`src/rtl/sxcvr_pkg.sv`:
```
package sxcvr_pkg;

  typedef enum logic [1:0] {
    PAR_NONE = 2'b00,
    PAR_ZERO = 2'b01,
    PAR_ODD  = 2'b10,
    PAR_EVEN = 2'b11
  } par_mode_e;

  // Field order matches the mode register bit positions, 7 down to 0.
  typedef struct packed {
    logic      clk_en;
    logic      tx_en;
    logic      rx_en;
    par_mode_e par;
    logic      len8;
    logic      stop2;
    logic      err_on_rx;
  } mode_t;

  typedef enum logic [2:0] {
    ST_IDLE,
    ST_START,
    ST_DATA,
    ST_PAR,
    ST_STOP,
    ST_WAIT
  } frame_st_e;

  // d holds the data bits already masked to the active length.
  function automatic logic parity_bit(par_mode_e m, logic [7:0] d);
    case (m)
      PAR_ODD:  parity_bit = ~^d;
      PAR_EVEN: parity_bit = ^d;
      default:  parity_bit = 1'b0;
    endcase
  endfunction

endpackage

```
`src/rtl/sxcvr_tx.sv`:
```
module sxcvr_tx
  import sxcvr_pkg::*;
#(
  parameter int unsigned OVERSAMPLE = 16
) (
  input  logic      clk,
  input  logic      rst_n,
  input  logic      run,
  input  logic      tick,
  input  logic      fmt_len8,
  input  logic      fmt_stop2,
  input  par_mode_e fmt_par,
  input  logic      load,
  input  logic [7:0] load_data,
  output logic      txd,
  output logic      buf_full,
  output logic      shift_busy,
  output logic      done
);

  localparam int unsigned CNT_W = $clog2(OVERSAMPLE);
  localparam logic [CNT_W-1:0] LAST = CNT_W'(OVERSAMPLE - 1);

  frame_st_e        state_q, state_d;
  logic [CNT_W-1:0] cnt_q, cnt_d;
  logic [2:0]       bit_q, bit_d;
  logic [7:0]       shreg_q, shreg_d;
  logic [7:0]       hold_q, hold_d;
  logic             full_q, full_d;
  logic             par_q, par_d;
  logic             txd_q, txd_d;
  logic             done_q, done_d;
  logic [2:0]       last_bit;
  logic [7:0]       hold_masked;

  assign last_bit    = fmt_len8 ? 3'd7 : 3'd6;
  assign hold_masked = fmt_len8 ? hold_q : {1'b0, hold_q[6:0]};

  always_comb begin
    state_d = state_q;
    cnt_d   = cnt_q;
    bit_d   = bit_q;
    shreg_d = shreg_q;
    hold_d  = hold_q;
    full_d  = full_q;
    par_d   = par_q;
    txd_d   = txd_q;
    done_d  = 1'b0;
    case (state_q)
      ST_IDLE: begin
        txd_d = 1'b1;
        if (full_q) begin
          state_d = ST_START;
          cnt_d   = '0;
          shreg_d = hold_q;
          par_d   = parity_bit(fmt_par, hold_masked);
          full_d  = 1'b0;
          txd_d   = 1'b0;
        end
      end
      default: begin
        if (tick) begin
          if (cnt_q != LAST) begin
            cnt_d = cnt_q + 1'b1;
          end else begin
            cnt_d = '0;
            case (state_q)
              ST_START: begin
                state_d = ST_DATA;
                bit_d   = '0;
                txd_d   = shreg_q[0];
              end
              ST_DATA: begin
                if (bit_q == last_bit) begin
                  bit_d = '0;
                  if (fmt_par != PAR_NONE) begin
                    state_d = ST_PAR;
                    txd_d   = par_q;
                  end else begin
                    state_d = ST_STOP;
                    txd_d   = 1'b1;
                  end
                end else begin
                  bit_d   = bit_q + 1'b1;
                  shreg_d = shreg_q >> 1;
                  txd_d   = shreg_q[1];
                end
              end
              ST_PAR: begin
                state_d = ST_STOP;
                bit_d   = '0;
                txd_d   = 1'b1;
              end
              default: begin
                if (fmt_stop2 && (bit_q == 3'd0)) begin
                  bit_d = 3'd1;
                end else begin
                  state_d = ST_IDLE;
                  done_d  = 1'b1;
                end
              end
            endcase
          end
        end
      end
    endcase
    if (load) begin
      hold_d = load_data;
      full_d = 1'b1;
    end
  end

  always_ff @(posedge clk or negedge rst_n) begin
    if (!rst_n) begin
      state_q <= ST_IDLE;
      cnt_q   <= '0;
      bit_q   <= '0;
      shreg_q <= '0;
      hold_q  <= '0;
      full_q  <= 1'b0;
      par_q   <= 1'b0;
      txd_q   <= 1'b1;
      done_q  <= 1'b0;
    end else if (!run) begin
      state_q <= ST_IDLE;
      cnt_q   <= '0;
      bit_q   <= '0;
      full_q  <= 1'b0;
      txd_q   <= 1'b1;
      done_q  <= 1'b0;
    end else begin
      state_q <= state_d;
      cnt_q   <= cnt_d;
      bit_q   <= bit_d;
      shreg_q <= shreg_d;
      hold_q  <= hold_d;
      full_q  <= full_d;
      par_q   <= par_d;
      txd_q   <= txd_d;
      done_q  <= done_d;
    end
  end

  assign txd        = txd_q;
  assign buf_full   = full_q;
  assign shift_busy = (state_q != ST_IDLE);
  assign done       = done_q;

  AST_TX_HALTED: assert property (@(posedge clk) disable iff (!rst_n)
    !run |=> (txd && !shift_busy && !buf_full));
  AST_TX_START_LOW: assert property (@(posedge clk) disable iff (!rst_n)
    $rose(shift_busy) |-> !txd);
  AST_TX_DONE_LINE_HIGH: assert property (@(posedge clk) disable iff (!rst_n)
    done |-> (txd && $past(shift_busy)));

endmodule

```
`src/rtl/sxcvr_rx.sv`:
```
module sxcvr_rx
  import sxcvr_pkg::*;
#(
  parameter int unsigned OVERSAMPLE = 16
) (
  input  logic       clk,
  input  logic       rst_n,
  input  logic       run,
  input  logic       tick,
  input  logic       fmt_len8,
  input  par_mode_e  fmt_par,
  input  logic       rxd,
  output logic       done,
  output logic [7:0] data,
  output logic       perr,
  output logic       ferr
);

  localparam int unsigned CNT_W = $clog2(OVERSAMPLE);
  localparam logic [CNT_W-1:0] LAST = CNT_W'(OVERSAMPLE - 1);
  localparam logic [CNT_W-1:0] MID  = CNT_W'(OVERSAMPLE / 2 - 1);

  logic             rx_meta_q, rx_s_q;
  frame_st_e        state_q, state_d;
  logic [CNT_W-1:0] cnt_q, cnt_d;
  logic [2:0]       bit_q, bit_d;
  logic [7:0]       shreg_q, shreg_d;
  logic             par_q, par_d;
  logic [7:0]       data_q, data_d;
  logic             perr_q, perr_d;
  logic             ferr_q, ferr_d;
  logic             done_q, done_d;
  logic [2:0]       last_bit;
  logic [7:0]       word;

  always_ff @(posedge clk or negedge rst_n) begin
    if (!rst_n) begin
      rx_meta_q <= 1'b1;
      rx_s_q    <= 1'b1;
    end else begin
      rx_meta_q <= rxd;
      rx_s_q    <= rx_meta_q;
    end
  end

  assign last_bit = fmt_len8 ? 3'd7 : 3'd6;
  assign word     = fmt_len8 ? shreg_q : {1'b0, shreg_q[7:1]};

  always_comb begin
    state_d = state_q;
    cnt_d   = cnt_q;
    bit_d   = bit_q;
    shreg_d = shreg_q;
    par_d   = par_q;
    data_d  = data_q;
    perr_d  = perr_q;
    ferr_d  = ferr_q;
    done_d  = 1'b0;
    case (state_q)
      ST_IDLE: begin
        if (tick && !rx_s_q) begin
          state_d = ST_START;
          cnt_d   = '0;
        end
      end
      ST_START: begin
        if (tick) begin
          if (cnt_q == MID) begin
            cnt_d   = '0;
            bit_d   = '0;
            state_d = rx_s_q ? ST_IDLE : ST_DATA;
          end else begin
            cnt_d = cnt_q + 1'b1;
          end
        end
      end
      ST_WAIT: begin
        if (rx_s_q) state_d = ST_IDLE;
      end
      default: begin
        if (tick) begin
          if (cnt_q != LAST) begin
            cnt_d = cnt_q + 1'b1;
          end else begin
            cnt_d = '0;
            case (state_q)
              ST_DATA: begin
                shreg_d = {rx_s_q, shreg_q[7:1]};
                if (bit_q == last_bit)
                  state_d = (fmt_par != PAR_NONE) ? ST_PAR : ST_STOP;
                else
                  bit_d = bit_q + 1'b1;
              end
              ST_PAR: begin
                par_d   = rx_s_q;
                state_d = ST_STOP;
              end
              default: begin
                done_d  = 1'b1;
                data_d  = word;
                perr_d  = (fmt_par != PAR_NONE) && (par_q != parity_bit(fmt_par, word));
                ferr_d  = !rx_s_q;
                state_d = ST_WAIT;
              end
            endcase
          end
        end
      end
    endcase
  end

  always_ff @(posedge clk or negedge rst_n) begin
    if (!rst_n) begin
      state_q <= ST_IDLE;
      cnt_q   <= '0;
      bit_q   <= '0;
      shreg_q <= '0;
      par_q   <= 1'b0;
      data_q  <= '0;
      perr_q  <= 1'b0;
      ferr_q  <= 1'b0;
      done_q  <= 1'b0;
    end else if (!run) begin
      state_q <= ST_IDLE;
      cnt_q   <= '0;
      bit_q   <= '0;
      done_q  <= 1'b0;
    end else begin
      state_q <= state_d;
      cnt_q   <= cnt_d;
      bit_q   <= bit_d;
      shreg_q <= shreg_d;
      par_q   <= par_d;
      data_q  <= data_d;
      perr_q  <= perr_d;
      ferr_q  <= ferr_d;
      done_q  <= done_d;
    end
  end

  assign done = done_q;
  assign data = data_q;
  assign perr = perr_q;
  assign ferr = ferr_q;

  AST_RX_HALTED: assert property (@(posedge clk) disable iff (!rst_n)
    !run |=> !done);
  AST_RX_SHORT_MSB: assert property (@(posedge clk) disable iff (!rst_n)
    (done && !$past(fmt_len8)) |-> !data[7]);

endmodule

```
`src/rtl/async_serial_xcvr.sv`:
```
module async_serial_xcvr
  import sxcvr_pkg::*;
#(
  parameter int unsigned OVERSAMPLE  = 16,
  parameter int unsigned GUARD_TICKS = 2
) (
  input  logic       clk,
  input  logic       rst_n,
  input  logic       bit_tick,
  input  logic       wr_en,
  input  logic       rd_en,
  input  logic [2:0] addr,
  input  logic [7:0] wdata,
  output logic [7:0] rdata,
  output logic       txd,
  input  logic       rxd,
  output logic       tx_irq,
  output logic       rx_irq,
  output logic       rxerr_irq
);

  localparam int unsigned GUARD_W = $clog2(GUARD_TICKS + 1);
  localparam logic [2:0] ADR_MODE   = 3'd0;
  localparam logic [2:0] ADR_RXDATA = 3'd1;
  localparam logic [2:0] ADR_ERR    = 3'd2;
  localparam logic [2:0] ADR_TXDATA = 3'd3;
  localparam logic [2:0] ADR_TXSTAT = 3'd4;

  logic [1:0]         rst_sync_q;
  logic               rst_int_n;
  mode_t              mode_q, mode_d, mode_new;
  logic [GUARD_W-1:0] guard_q, guard_d;
  logic [7:0]         rdr_q, rdr_d;
  logic               rfull_q, rfull_d;
  logic [2:0]         err_q, err_d;
  logic               tick_g, tx_run, rx_run;
  logic               wr_mode, rd_rx, rd_err, tx_load, ovr, any_err;
  logic               tx_full, tx_busy, tx_done;
  logic               rx_done, rx_perr, rx_ferr;
  logic [7:0]         rx_data;

  always_ff @(posedge clk or negedge rst_n) begin
    if (!rst_n) rst_sync_q <= 2'b00;
    else        rst_sync_q <= {rst_sync_q[0], 1'b1};
  end
  assign rst_int_n = rst_sync_q[1];

  assign mode_new = mode_t'(wdata);
  assign wr_mode  = wr_en && (addr == ADR_MODE);
  assign rd_rx    = rd_en && (addr == ADR_RXDATA);
  assign rd_err   = rd_en && (addr == ADR_ERR);
  assign tick_g   = bit_tick && mode_q.clk_en;
  assign tx_run   = mode_q.clk_en && mode_q.tx_en && (guard_q == '0);
  assign rx_run   = mode_q.clk_en && mode_q.rx_en && (guard_q == '0);
  assign tx_load  = wr_en && (addr == ADR_TXDATA) && tx_run;
  assign ovr      = rfull_q && !rd_rx;
  assign any_err  = rx_perr || rx_ferr || ovr;

  always_comb begin
    mode_d  = mode_q;
    guard_d = guard_q;
    rdr_d   = rdr_q;
    rfull_d = rfull_q;
    err_d   = err_q;
    if (wr_mode) mode_d = mode_new;
    if (wr_mode && ((mode_q.tx_en && !mode_new.tx_en) || (mode_q.rx_en && !mode_new.rx_en)))
      guard_d = GUARD_W'(GUARD_TICKS);
    else if (tick_g && (guard_q != '0))
      guard_d = guard_q - 1'b1;
    if (rd_rx)  rfull_d = 1'b0;
    if (rd_err) err_d   = '0;
    if (rx_done) begin
      rdr_d   = rx_data;
      rfull_d = 1'b1;
      err_d   = err_d | {rx_perr, rx_ferr, ovr};
    end
  end

  always_ff @(posedge clk or negedge rst_int_n) begin
    if (!rst_int_n) begin
      mode_q  <= '0;
      guard_q <= '0;
      rdr_q   <= '0;
      rfull_q <= 1'b0;
      err_q   <= '0;
    end else begin
      mode_q  <= mode_d;
      guard_q <= guard_d;
      rdr_q   <= rdr_d;
      rfull_q <= rfull_d;
      err_q   <= err_d;
    end
  end

  sxcvr_tx #(.OVERSAMPLE(OVERSAMPLE)) u_tx (
    .clk        (clk),
    .rst_n      (rst_int_n),
    .run        (tx_run),
    .tick       (tick_g),
    .fmt_len8   (mode_q.len8),
    .fmt_stop2  (mode_q.stop2),
    .fmt_par    (mode_q.par),
    .load       (tx_load),
    .load_data  (wdata),
    .txd        (txd),
    .buf_full   (tx_full),
    .shift_busy (tx_busy),
    .done       (tx_done)
  );

  sxcvr_rx #(.OVERSAMPLE(OVERSAMPLE)) u_rx (
    .clk      (clk),
    .rst_n    (rst_int_n),
    .run      (rx_run),
    .tick     (tick_g),
    .fmt_len8 (mode_q.len8),
    .fmt_par  (mode_q.par),
    .rxd      (rxd),
    .done     (rx_done),
    .data     (rx_data),
    .perr     (rx_perr),
    .ferr     (rx_ferr)
  );

  always_comb begin
    case (addr)
      ADR_MODE:   rdata = mode_q;
      ADR_RXDATA: rdata = rdr_q;
      ADR_ERR:    rdata = {5'b0, err_q};
      ADR_TXSTAT: rdata = {6'b0, tx_full, tx_busy};
      default:    rdata = 8'h00;
    endcase
  end

  assign tx_irq    = tx_done;
  assign rx_irq    = rx_done && (!any_err || mode_q.err_on_rx);
  assign rxerr_irq = rx_done && any_err && !mode_q.err_on_rx;

  AST_IRQ_EXCLUSIVE: assert property (@(posedge clk) disable iff (!rst_int_n)
    !(rx_irq && rxerr_irq));
  AST_ERR_STICKY: assert property (@(posedge clk) disable iff (!rst_int_n)
    !rd_err |=> ((err_q & $past(err_q)) == $past(err_q)));
  AST_OVERRUN_SET: assert property (@(posedge clk) disable iff (!rst_int_n)
    (rx_done && rfull_q && !rd_rx) |=> err_q[0]);
  AST_RXDATA_CONSUMED: assert property (@(posedge clk) disable iff (!rst_int_n)
    (rd_rx && !rx_done) |=> !rfull_q);

endmodule

```
`config.mk`:
```
export PLATFORM = sky130hd
export DESIGN_NAME = async_serial_xcvr
export DESIGN_NICKNAME = d
export VERILOG_FILES = /design/src/rtl/sxcvr_pkg.sv /design/src/rtl/sxcvr_tx.sv /design/src/rtl/sxcvr_rx.sv /design/src/rtl/async_serial_xcvr.sv
export SDC_FILE = /design/constraint.sdc
export NUM_CORES = 1
export LEC_CHECK = 0
export BUFFER_PORTS_ARGS = -buffer_cell sky130_fd_sc_hd__buf_2
export CAP_MARGIN = 15
export CORE_AREA = 2 2 88 90
export DETAILED_ROUTE_END_ITERATION = 8
export DIE_AREA = 0 0 90 92
export PLACE_DENSITY = 0.91
export SYNTH_ARGS = -nofsm -noshare
export SYNTH_HDL_FRONTEND = slang
export SYNTH_HIERARCHICAL = 1
export SYNTH_SLANG_ARGS = --single-unit
```
`constraint.sdc`:
```
create_clock -name clk -period 5.4 [get_ports clk]
set_input_delay 0.54 -clock clk [delete_from_list [all_inputs] [get_ports clk]]
set_output_delay 0.54 -clock clk [all_outputs]
set_load 0.02 [all_outputs]
```
======== Word level (Yosys, flattened, before mapping) ========
Index checks and enable logic that the tools add are counted.
storage, ports and cells
  bits in registers ....................... 86
  input bits .............................. 17
  output and inout bits ................... 12
  logic and storage cells ................. 244
cells by class
  add/subtract/negate cells ............... 5
  equal/unequal tests ..................... 47
  mux-type cells .......................... 91
  bitwise operators ....................... 4
  reductions and logical operators ........ 65
operators by type and width
  cell                 count
  $mux 3               31
  $mux 8               8
  $mux 4               11
  $pmux 8 s4           1
  $mux 1               28
  $ne 3x3->1 const B   9
  $logic_and 1x1->1    21
  $reduce_and 5->1     4
  $eq 3x2->1 const B   6
  $pmux 3 s2           3
  $pmux 3 s3           2
  $ne 2x2->1 const B   8
  $reduce_xnor 8->1    2
  $reduce_xor 8->1     2
  $logic_not 3->1      4
  $ne 4x4->1 const B   3
  $ne 6x6->1 const B   2
  $pmux 4 s3           1
  $reduce_and 6->1     2
  $reduce_bool 2->1    6
  $eq 3x1->1 const B   3
  $add 4x1->4 const B  2
  $reduce_and 4->1     2
  $reduce_and 7->1     1
  27 further kinds     50

======== Longest topological paths before layout ========
  depth in word-level cells ............... 9
  mapped depth ............................ 8
  gate-level depth less buffers ........... 8

======== Hierarchy ========
The synthesis kept the hierarchy.
modules (own cells, without submodules)
  module             times used  cells an instance  area each (µm²)  sequential area each (µm²)
  sxcvr_rx           1           177                1781.7           803.3
  sxcvr_tx           1           170                1651.6           752.0
  async_serial_xcvr  1           103                1196.1           600.6

======== Worst setup path before layout ========
No wires, ideal clock.
  kind .................................... input to register
  from .................................... in bit_tick
  to ...................................... reg u_tx.shreg_q[5]
  setup time .............................. 0.081 ns
  arrival time ............................ 1.892 ns
  required time ........................... 5.319 ns
  setup slack ............................. 3.427 ns
  stages on the path ...................... 8
  buffers on the path ..................... 2
  path through ............................ and2_1 -> buf_4 -> nand4_2 -> a311o_2 -> a21oi_4 -> buf_6 -> nor2_1 -> a31oi_2
on the way
  cells in the longest elaborated chain, start to end .. 3
RTL lines
  item                                RTL line                 text
  from (decl)                         async_serial_xcvr.sv:9   input logic bit_tick,
  $logic_and 1x1->1                   async_serial_xcvr.sv:52  assign tick_g = bit_tick && mode_q.clk_en;
  $reduce_bool 2->1 (no source line)  -
  $reduce_and 6->1 (no source line)   -
  to (signal assigned)                sxcvr_tx.sv:135          shreg_q <= shreg_d;
  to (decl)                           sxcvr_tx.sv:27           logic [7:0] shreg_q, shreg_d;
Every way passes these cells.
A chain may end at the register's enable or synchronous reset.

======== Final worst setup path ========
  from .................................... reg u_tx.state_q[1]
  to ...................................... out rdata[0]
on the way
  cells in the longest elaborated chain, start to end .. 2
RTL lines
  item                    RTL line                  text
  from (decl)             sxcvr_tx.sv:24            frame_st_e state_q, state_d;
  from (signal assigned)  sxcvr_tx.sv:132           state_q <= state_d;
  $reduce_bool 3->1       sxcvr_tx.sv:146           assign shift_busy = (state_q != ST_IDLE);
  net tx_busy             async_serial_xcvr.sv:38   logic tx_full, tx_busy, tx_done;
  $pmux 8 s4              async_serial_xcvr.sv:126  case (addr)
  to (decl)               async_serial_xcvr.sv:14   output logic [7:0] rdata,
The timed path passes the listed nets, and every way through them passes these cells.

==> impl_results.md <==
- Max frequency: 361 MHz
- Maximum vdd drop: 0.205 mV
- Clock transition at path regs: 0.08 ns
- Most frequent cell after synthesis: dfrtp_1
- Vias in the first global route: 3416
- TritonCTS clock tree: yes
- Diode count: 0
- DR iter-0 viols: between 200 and 250
- First-pass GRT wire length: 16200 um
- Wire length per cell: 16.7 um
- Core Rows: 32
- CP Class: flop to primary output
- Period Utilization, post-route: 0.513
- DP HPWL: 6700 um
- Max incr delay on CP: 0.54 ns
- Sequential area share after synthesis: 0.466
- P_sw: 0.398 mW
- Hold crit path type: flop to async pin
- Syn Inst Count: 450
- Die Wd: 90 um
- Synth area leader: dfrtp_1
- Relative slew slack: 0.443
- DRT antenna net count: 0
- Sequential share of power: 0.506
- Tmin final: 2.77 ns
- Sw Share: 0.279
- I/O Buffers: 28
- Ys flop type: dfrtp_1
- Crit path DAT: 2.23 ns
- Slew Viols, Final: 0
- Layout cells sized above 1: 0.215
- DRT Wirelength: 9690 um
- Area share of the largest cell type after synthesis: 0.449
- YS warnings: 6
- R2R depth: 8
- Netlist cell types: 71
- Setup-failing EPs final: 0
- Synthesized area: 0.00463 mm2
- Routed via count: 3565
- Initial antenna violation count: 0
- Worst skew pair latency: 0.36 ns
- Clock share of power: 0.342
- Max Cap Viol: 0
- Internal power: 1.03 mW
- Cts repair resizes: 0
- Syn-to-layout area delta: 9.03%
- Die ar.: 0.00828 mm2
- Clk_skew: 0.00479 ns
- I/O pins: 29
- Total negative setup slack: 0 ns
- Total global routing overflow: 0
- Synth top cells by count: dfrtp_1, nand2_1, o21ai_0
- Worst-Margin Slew: 0.832 ns
- CTS sink count: 86
- Buffer depth of the longest clock path: 2
- Ys async rst share: 1.00
- Power Total: about 1.4 mW
- Nets: 496
- Power density over the cells: 283 mW/mm2
- Largest net degree at the start of global routing: 85
- Core ar.: around 0.0074 mm2
- Cts bufs inserted: 9
- Starting Density: 0.622
- Critical path startpoint category: flop
- Core Util, Final: 0.678
- RSZ-0062 raised after global routing: false
- Fin Hold WS: 0.179 ns
- CP max-delay cell: dfrtp_1
- Status: finished clean
- Top cells by area, synth: dfrtp_1, mux2_2, nand2_1, o21ai_0, mux2i_1
- Worst path required time: between 4 and 5 ns
- Crit path max fanout: 14
- Vias/cell: about 6.1
- Post-CTS Setup Inserts: 0
- Power share of the combinational group: 0.152
- Router iterations before antenna repair: 5
- Gp weighted congestion: just over 0.9
- Syn nets: 473
- Avg Inst Size Synth: 10.3 um2
- CP Cell Sequence: nor3_4 -> clkinv_1 -> nand3b_1 -> o211ai_1 -> buf_2
- Yosys reg bits: 86
- Final Hold Viols: 0
- GR Util All Layers: 0.244
- H-tree levels: 3
- CP Capture Type: primary output
- Clock root cell: clkbuf_8
- Residual DRC: 0
- Lkg Pwr: 2.33 nW
- Die span in y: just over 90 um
- CTS Hold Buffers Added: 1
- Number of synthesized flops with an enable pin: 0
==> worst max-delay path, delay by kind of cell (launching register included) <==
family / cells / cell delay, ns
flip-flops: 1 / 0.54
AND/OR/NAND/NOR: 2 / 0.64
AO/OA/AOI/OAI: 1 / 0.10
buffers and inverters: 2 / 0.58
==> power groups by stage <==
stage | Clock, mW | Sequential (mW) | Combinational (mW)
after CTS | 0.498 | 0.731 | 0.203
after floorplan | 0 | 0.710 | 0.180
final | 0.488 | 0.722 | 0.217
after global placement | 0 | 0.740 | 0.191
after global routing | 0.524 | 0.727 | 0.243
after detailed placement | 0 | 0.744 | 0.200
==> path summary, 6_finish.rpt <==
kind,to,start,slack [ns]
setup / recovery,rdata[0],u_tx/state_q[1],2.63
hold / removal,u_tx/hold_q[4],rst_sync_q[1],0.18
setup reg to reg,u_tx/state_q[1],guard_q[0],2.93
hold reg to reg,u_tx/hold_q[4],rst_sync_q[1],0.18
max in group asynchronous,u_rx/rx_meta_q,rst_sync_q[1],4.60
min in group clk,u_rx/rx_meta_q,rxd,0.27
==> layout by cell type (no fill, tap or decap), types with 3 or more instances in the layout <==
master,netlist,layout
a21o_1,4,4
a21oi_1,14,14
a22o_1,5,5
a31oi_1,13,13
and3_1,7,7
buf_2,4,28
clkbuf_8,0,13
dfrtp_1,83,82
dfstp_2,3,3
ha_1,6,6
inv_1,24,24
mux2_2,33,33
mux2i_1,16,16
nand2_1,52,52
nand3_1,8,8
nand3b_1,5,5
nand4_1,4,4
nor2_1,28,28
nor2b_1,9,9
nor3b_1,3,3
o211ai_1,4,4
o21ai_0,37,37
o31ai_1,3,3
xnor2_1,10,10
xnor2_2,3,3
==> layer usage <==
layer | global-route usage | routed length (um)
met1 | 0.310 | 4040
met4 | 0.118 | 272
met2 | 0.414 | 4940
met3 | 0.0345 | 437
met5 | 0 | 0
==> cell families (layout without fill, tap and decap cells) <==
family,Yosys count,after routing,synth area share
DFF,86,86,0.466
AOI/OAI and AO/OA,103,103,0.145
and+or+nand+nor,143,143,0.165
other,1,1,0.000810
buffers and inverters,43,71,0.0443
muxes,51,51,0.121
adders and majority gates,6,6,0.0162
xor gates and xnor gates,17,17,0.0416
==> sequential cells by signal (all words and copies together), names as in the netlist, 3 cells and up <==
signal / count
err_q: 3
mode_q: 8
rdr_q: 8
u_rx/bit_q: 3
u_rx/cnt_q: 4
u_rx/data: 8
u_rx/shreg_q: 8
u_rx/state_q: 3
u_tx/bit_q: 3
u_tx/cnt_q: 4
u_tx/hold_q: 8
u_tx/shreg_q: 8
u_tx/state_q: 3
==> through the flow <==
stage	setup WS, ns	cells	area, um2
after global routing	2.48	580	5050
after CTS	2.65	579	5020
after global placement	3.08	562	4790
final	2.63	580	5050
after detailed placement	2.97	562	4790
after floorplan	2.83	450	4630
==> final cells by class <==
type,instances,area (um2)
timing repair buffer,30,178
clock inverter,2,37.5
inverter,25,93.8
clock buffer,14,183
sequential,86,2160
tap,102,128
fill,559,2400
multi-input combinational,321,2270
No activity file was read; power rests on OpenSTA's default activity.
